`config.mk`:
```
export PLATFORM = sky130hd
export DESIGN_NAME = rd_lat_sched
export DESIGN_NICKNAME = d
export VERILOG_FILES = /design/src/rtl/rls_pkg.sv /design/src/rtl/rls_cfg.sv /design/src/rtl/rls_pipe.sv /design/src/rtl/rls_tap.sv /design/src/rtl/rd_lat_sched.sv
export SDC_FILE = /design/constraint.sdc
export NUM_CORES = 1
export LEC_CHECK = 0
export BUFFER_PORTS_ARGS = -buffer_cell sky130_fd_sc_hd__clkbuf_2
export CORE_MARGIN = 2
export CORE_UTILIZATION = 25
export CTS_CLUSTER_DIAMETER = 200
export DETAILED_ROUTE_END_ITERATION = 8
export GPL_ROUTABILITY_DRIVEN = 0
export GPL_TIMING_DRIVEN = 0
export PLACE_DENSITY = 0.45
export SLEW_MARGIN = 20
export SYNTH_ARGS = -nofsm -noshare
export SYNTH_HDL_FRONTEND = slang
export SYNTH_SLANG_ARGS = --single-unit
```
`constraint.sdc`:
```
create_clock -name clk -period 5.4 [get_ports clk]
set_input_delay 1.62 -clock clk [delete_from_list [all_inputs] [get_ports clk]]
set_output_delay 1.62 -clock clk [all_outputs]
set_load 0.005 [all_outputs]
```
`src/rtl/rls_pkg.sv`:
```
package rls_pkg;
    localparam int CODE_W = 3;
    localparam int MIN_CL = 3;

    typedef struct packed {
        logic [CODE_W-1:0] cl;
        logic [CODE_W-1:0] al;
        logic              err;
    } cfg_t;

    function automatic logic cl_code_ok(input logic [CODE_W-1:0] code);
        return int'(code) >= MIN_CL;
    endfunction
endpackage

```
`src/rtl/rls_cfg.sv`:
```
module rls_cfg
    import rls_pkg::*;
#(
    parameter int MR_W   = 13,
    parameter int CL_LSB = 4,
    parameter int MAX_AL = 4,
    parameter int LAT_W  = 4
) (
    input  logic             clk,
    input  logic             rst_n,
    input  logic             load,
    input  logic [MR_W-1:0]  word,
    input  logic [2:0]       al_in,
    input  logic             busy,
    output logic [LAT_W-1:0] lat,
    output logic             err
);
    cfg_t cfg_d, cfg_q;
    logic [CODE_W-1:0] code;

    assign code = word[CL_LSB +: CODE_W];

    logic unused_bits;
    assign unused_bits = ^{word[MR_W-1:CL_LSB+CODE_W], word[CL_LSB-1:0]};

    always_comb begin
        cfg_d = cfg_q;
        if (load) begin
            if (busy) begin
                cfg_d.err = 1'b1;
            end else if (!cl_code_ok(code) || (int'(al_in) > MAX_AL)) begin
                cfg_d.err = 1'b1;
            end else begin
                cfg_d.cl  = code;
                cfg_d.al  = al_in;
                cfg_d.err = 1'b0;
            end
        end
    end

    always_ff @(posedge clk or negedge rst_n) begin
        if (!rst_n) begin
            cfg_q.cl  <= CODE_W'(MIN_CL);
            cfg_q.al  <= '0;
            cfg_q.err <= 1'b0;
        end else begin
            cfg_q <= cfg_d;
        end
    end

    assign lat = LAT_W'(cfg_q.cl) + LAT_W'(cfg_q.al);
    assign err = cfg_q.err;
endmodule

```
`src/rtl/rls_pipe.sv`:
```
module rls_pipe #(
    parameter int DEPTH = 13,
    parameter int LAT_W = 4
) (
    input  logic             clk,
    input  logic             rst_n,
    input  logic             rd_cmd,
    input  logic [LAT_W-1:0] lat,
    output logic [DEPTH-1:0] stg,
    output logic             busy
);
    typedef struct packed {
        logic [DEPTH-1:0] tok;
    } pipe_t;

    pipe_t pipe_d, pipe_q;

    always_comb begin
        pipe_d = pipe_q;
        // a read one cycle after an accepted read is dropped
        pipe_d.tok[0] = rd_cmd & ~pipe_q.tok[0];
        for (int k = 1; k < DEPTH; k++) begin
            if (k <= int'(lat) + 1) begin
                pipe_d.tok[k] = pipe_q.tok[k-1];
            end else begin
                pipe_d.tok[k] = 1'b0;
            end
        end
    end

    always_ff @(posedge clk or negedge rst_n) begin
        if (!rst_n) begin
            pipe_q.tok <= '0;
        end else begin
            pipe_q <= pipe_d;
        end
    end

    assign stg  = pipe_q.tok;
    assign busy = |pipe_q.tok;
endmodule

```
`src/rtl/rls_tap.sv`:
```
module rls_tap #(
    parameter int DEPTH = 13,
    parameter int LAT_W = 4
) (
    input  logic [DEPTH-1:0] stg,
    input  logic [LAT_W-1:0] lat,
    output logic             valid,
    output logic [1:0]       beat
);
    logic [LAT_W-1:0] lat_nx;
    logic             first_half;
    logic             second_half;

    assign lat_nx = lat + LAT_W'(1);

    always_comb begin
        first_half  = stg[lat];
        second_half = stg[lat_nx];
        valid       = first_half | second_half;
        beat        = second_half ? 2'd2 : 2'd0;
    end
endmodule

```
`src/rtl/rd_lat_sched.sv`:
```
module rd_lat_sched #(
    parameter int MR_W   = 13,
    parameter int CL_LSB = 4,
    parameter int MAX_CL = 7,
    parameter int MAX_AL = 4
) (
    input  logic            clk,
    input  logic            rst_n,
    input  logic            mr_load,
    input  logic [MR_W-1:0] mr_word,
    input  logic [2:0]      al_cfg,
    input  logic            rd_cmd,
    output logic            rd_valid,
    output logic [1:0]      rd_beat,
    output logic            cfg_err
);
    localparam int DEPTH = MAX_AL + MAX_CL + 2;
    localparam int LAT_W = $clog2(DEPTH);

    logic [LAT_W-1:0] lat_tot;
    logic [DEPTH-1:0] stg;
    logic             pend;
    logic             cfg_busy;

    assign cfg_busy = pend | rd_cmd;

    rls_cfg #(
        .MR_W  (MR_W),
        .CL_LSB(CL_LSB),
        .MAX_AL(MAX_AL),
        .LAT_W (LAT_W)
    ) u_cfg (
        .clk  (clk),
        .rst_n(rst_n),
        .load (mr_load),
        .word (mr_word),
        .al_in(al_cfg),
        .busy (cfg_busy),
        .lat  (lat_tot),
        .err  (cfg_err)
    );

    rls_pipe #(
        .DEPTH(DEPTH),
        .LAT_W(LAT_W)
    ) u_pipe (
        .clk   (clk),
        .rst_n (rst_n),
        .rd_cmd(rd_cmd),
        .lat   (lat_tot),
        .stg   (stg),
        .busy  (pend)
    );

    rls_tap #(
        .DEPTH(DEPTH),
        .LAT_W(LAT_W)
    ) u_tap (
        .stg  (stg),
        .lat  (lat_tot),
        .valid(rd_valid),
        .beat (rd_beat)
    );
endmodule

```
==> results.env <==
POSTLAYOUTSETUPSLACKWORST_PS=604.0
NETLIST_AREA_SQ_UM=1275
FMAXACHIEVABLE_MHz=208.5
GRT_USE_TOTAL_PCT=10.62
SYNTH_TOP_FAMILY_BY_AREA='multiplexers'
TRITONCTS='built'
FIRST_PASS_ITERS=4
SLEW_VIOLATIONS=0
NETS=151
DRIVE_ABOVE_1_SHARE_PCT=28.69
POST_SYNTH_XOR_AREA_FRACTION_PCT=5.594
PATH_CLASS='flip-flop to output port'
SYNTH_EDF_COUNT=0
CLOCK_INSERTION_DELAY_WORST_SKEW_PS=260
SYNTH_LARGEST_AREA_CELL='dfrtp_1'
POST-ROUTE-PERIOD-UTIL_PCT=88.81
CP-END-KIND='output port'
DRT_FIRST_ITER_VIOLATIONS=33
NUM_ROWS=25
WORST_EP_REQUIRED_TIME_PS=3780
POST_SYNTH_FA_HA_MAJ_AREA_FRACTION_PCT=8.440
TIMING.RR.START='u_cfg.cfg_q[4]'
GRT_USE_MET2_PCT=16.81
FINALHOLDVIOLATIONS=0
CLK_PIN_SLEW_PS=70
POST_CTS_BUFFERS=0
CLOCK_TREE.HTREE_LEVEL_COUNT=1
POST_SYNTH_MOST_FREQUENT_CELLS='18 x dfrtp_1, 9 x o21a_1, 7 x ha_1'
MIN_PERIOD_PS=4796
MAX-CLOCK-PATH-BUFFERS=2
FINAL_UTIL_PCT=30.39
PORT_BUFFERS=12
HOLDCRITSTARTPOINT='u_cfg.err'
FINAL_ANTENNA_NET_COUNT=0
FINAL_DESIGN_AREA_NO_FILL_SQ_UM=1464
OUTCOME='completed'
CLOCK_SKEW_PS=3.768
SYNTH_CELL_TYPES=33
WIRE_LENGTH_OF_THE_FIRST_GLOBAL_ROUTING_PASS_UM=4512
DIE-AREA_SQ_UM=5687
DETAIL_ROUTE.WIRELENGTH_UM=2542
POST_SYNTH.CELL_AREA_AVG_SQ_UM=12.03
CORE_AREA_SQ_UM=4817
NUMBER_OF_ANTENNA_REPAIR_DIODES=0
FP.DIEH_UM=75.42
AVGROUTEDWIREPERCELL_UM=13.45
WORST-ENDPOINT-ARRIVAL_PS=3180
CRIT_SLOWEST_CELL='fa_1'
PIN_COUNT=24
DP_HPWL_UM=2008
TOP_CELL_FAMILY_BY_DELAY_ON_THE_CRITICAL_PATH='adder cells'
INITIAL_UTIL_PCT=26.47
GR-USAGE-MET3_PCT=1.190
YS.WARNINGS.COUNT=0
SYNTH_SIMPLE_GATE_AREA_SHARE_PCT=13.64
MAX_CAP_VIOL_COUNT=0
TOTAL_OVERFLOW_REPORTED_BY_THE_GLOBAL_ROUTER=0
CP_NUM_BUF_INV=3
BUSIEST_LAYER='met2'
ASYNC_RESET_FF_SHARE_PCT=100.0
SLEW_HEADROOM_PCT=65.30
USE_MET1_PCT=13.94
FINAL.SETUP.TNS_PS=0
SYNTH_NETS=134
CELLS_AFTER_SYNTHESIS=106
START_KIND='flip-flop'
PLACEDINSTANCEAREA_SQ_UM=1419
CTS.SINKS=20
MULTIPLEXER_AREA_FRACTION_AFTER_SYNTHESIS_PCT=17.57
LARGEST_NET_DEGREE_AT_THE_START_OF_GLOBAL_ROUTING=21
YS_FF_LATCH=20
CRIT_START='u_cfg.cfg_q[4]'
CP_CELL_SEQUENCE='ha_1 -> inv_1 -> fa_1 -> inv_1 -> ha_1 -> xor2_4 -> mux2i_1 -> mux2i_1 -> or2_1 -> clkbuf_2'
DP_WORST_SETUP_SLACK_PS=862.9
RSZ0062_AT_GRT='no'
ANTENNA_FOUND_INITIAL=0
SYNTH_COMPOUND_AREA_SHARE_PCT=11.97
TIMING.FINAL.SETUP_VIOLATIONS=0
NETLIST_TOP_CELLS_AREA='dfrtp_1 35%, mux4_2 8.8%, ha_1 6.9%'
SHARE_OF_SYNTHESIZED_AREA_OCCUPIED_BY_FLIP_FLOPS_AND_LATCHES_PCT=39.45
CRIT_FANOUT=9
POSTCTSHOLDBUFS=0
CTS.REPAIR.RESIZED=0
CRITICAL-PATH-MAX-STAGE-DELAY_PS=660
AVGVIACOUNTPERCELL=4.561
ROOT_BUFFER='clkbuf_8'
MOST_FREQUENT_CELL_AFTER_SYNTHESIS='dfrtp_1'
MAX_SLEW.WORST_PIN.SLEW_PS=515.0
AREA.GROWTH.SYNTH_TO_FINAL_PCT=14.82
WORST_HOLD_PATH_TYPE='flip-flop to flip-flop'
SYNTHDOMINANTCELLAREASHARE_PCT=35.33
NUMCTSBUFFERS=3
DETAIL_ROUTE.DRC_VIOLATIONS=0
SYNTHFLOPTYPE='dfrtp_1'
VIAS=862
GRT_PASS1_VIAS=920
DIE-WIDTH_UM=75.42
[cell usage in the layout, fill, tap and decap left out, types with 2 or more instances in the layout]
master	n
nand2_1	6
mux2i_1	4
mux2_2	4
clkbuf_2	12
buf_4	2
ha_1	7
mux4_2	5
dfrtp_1	18
a21oi_1	4
o21ai_0	4
dfstp_2	2
nor2b_1	4
nor3_1	2
o31a_1	2
o21a_1	9
inv_1	5
clkbuf_8	3
nor4_1	3
and2_1	4
nor2_1	6
[cell type report]
type | instances | area [sq um]
Timing Repair Buffer | 12 | 60.06
Sequential cell | 20 | 503.0
Multi-Input combinational cell | 78 | 733.2
Clock buffer | 4 | 45.04
Buffer | 3 | 20.02
Fill cell | 518 | 3353
Inverter | 5 | 18.77
Tap cell | 67 | 83.83
[kinds of logic (layout without fill, tap and decap cells)]
logic type               count (synthesis)  count (layout)
adder cells (fa/ha/maj)                  8               8
other                                    1               1
multiplexers                            14              14
AO/OA/AOI/OAI                           22              22
XOR/XNOR                                 3               3
buffers and inverters                    8              24
flip-flops                              20              20
AND/OR/NAND/NOR                         30              30
[per-stage QoR]
stage,instances,hold WS [ps]
floorplan,106,455.8
global placement,185,479.8
detailed placement,185,490.2
CTS,189,507.6
global route,189,534.5
finish,189,499.6
[registers in the layout, indices dropped and copies added (netlist names)]
signal       cells
u_cfg.cfg_q      6
u_pipe.stg      13
u_cfg.err        1
[final timing paths]
| path | depth (start not counted) | slack (ps) | end |
|---|---|---|---|
| max reg2reg | 9 | 2700 | u_pipe.stg[4] |
| max | 10 | 600 | rd_valid |
| min | 2 | 500 | u_cfg.err |
| min in group asynchronous | 1 | 1310 | u_pipe.stg[0] |
| max in group asynchronous | 1 | 3730 | u_cfg.cfg_q[5] |
| min reg2reg | 2 | 500 | u_cfg.err |
[worst register-to-register path, cell delays in order (launching register included)]
cell	delay [ps]
dfstp_2	530
ha_1	160
inv_1	60
fa_1	660
inv_1	130
ha_1	310
nand2_1	120
nor2_1	50
o21ai_0	430
and2_1	200
[metal layers]
| metal | vias up | share of wire (%) |
|---|---|---|
| met5 | - | 0 |
| met1 | 431 | 48 |
| met2 | 8 | 48 |
| met4 | 0 | 2.8 |
| li1 | 419 | - |
| met3 | 4 | 1.1 |
Power is left out: the tool's default activity adds up to more than one toggle a clock period on the data nets, which glitch-free logic cannot reach.
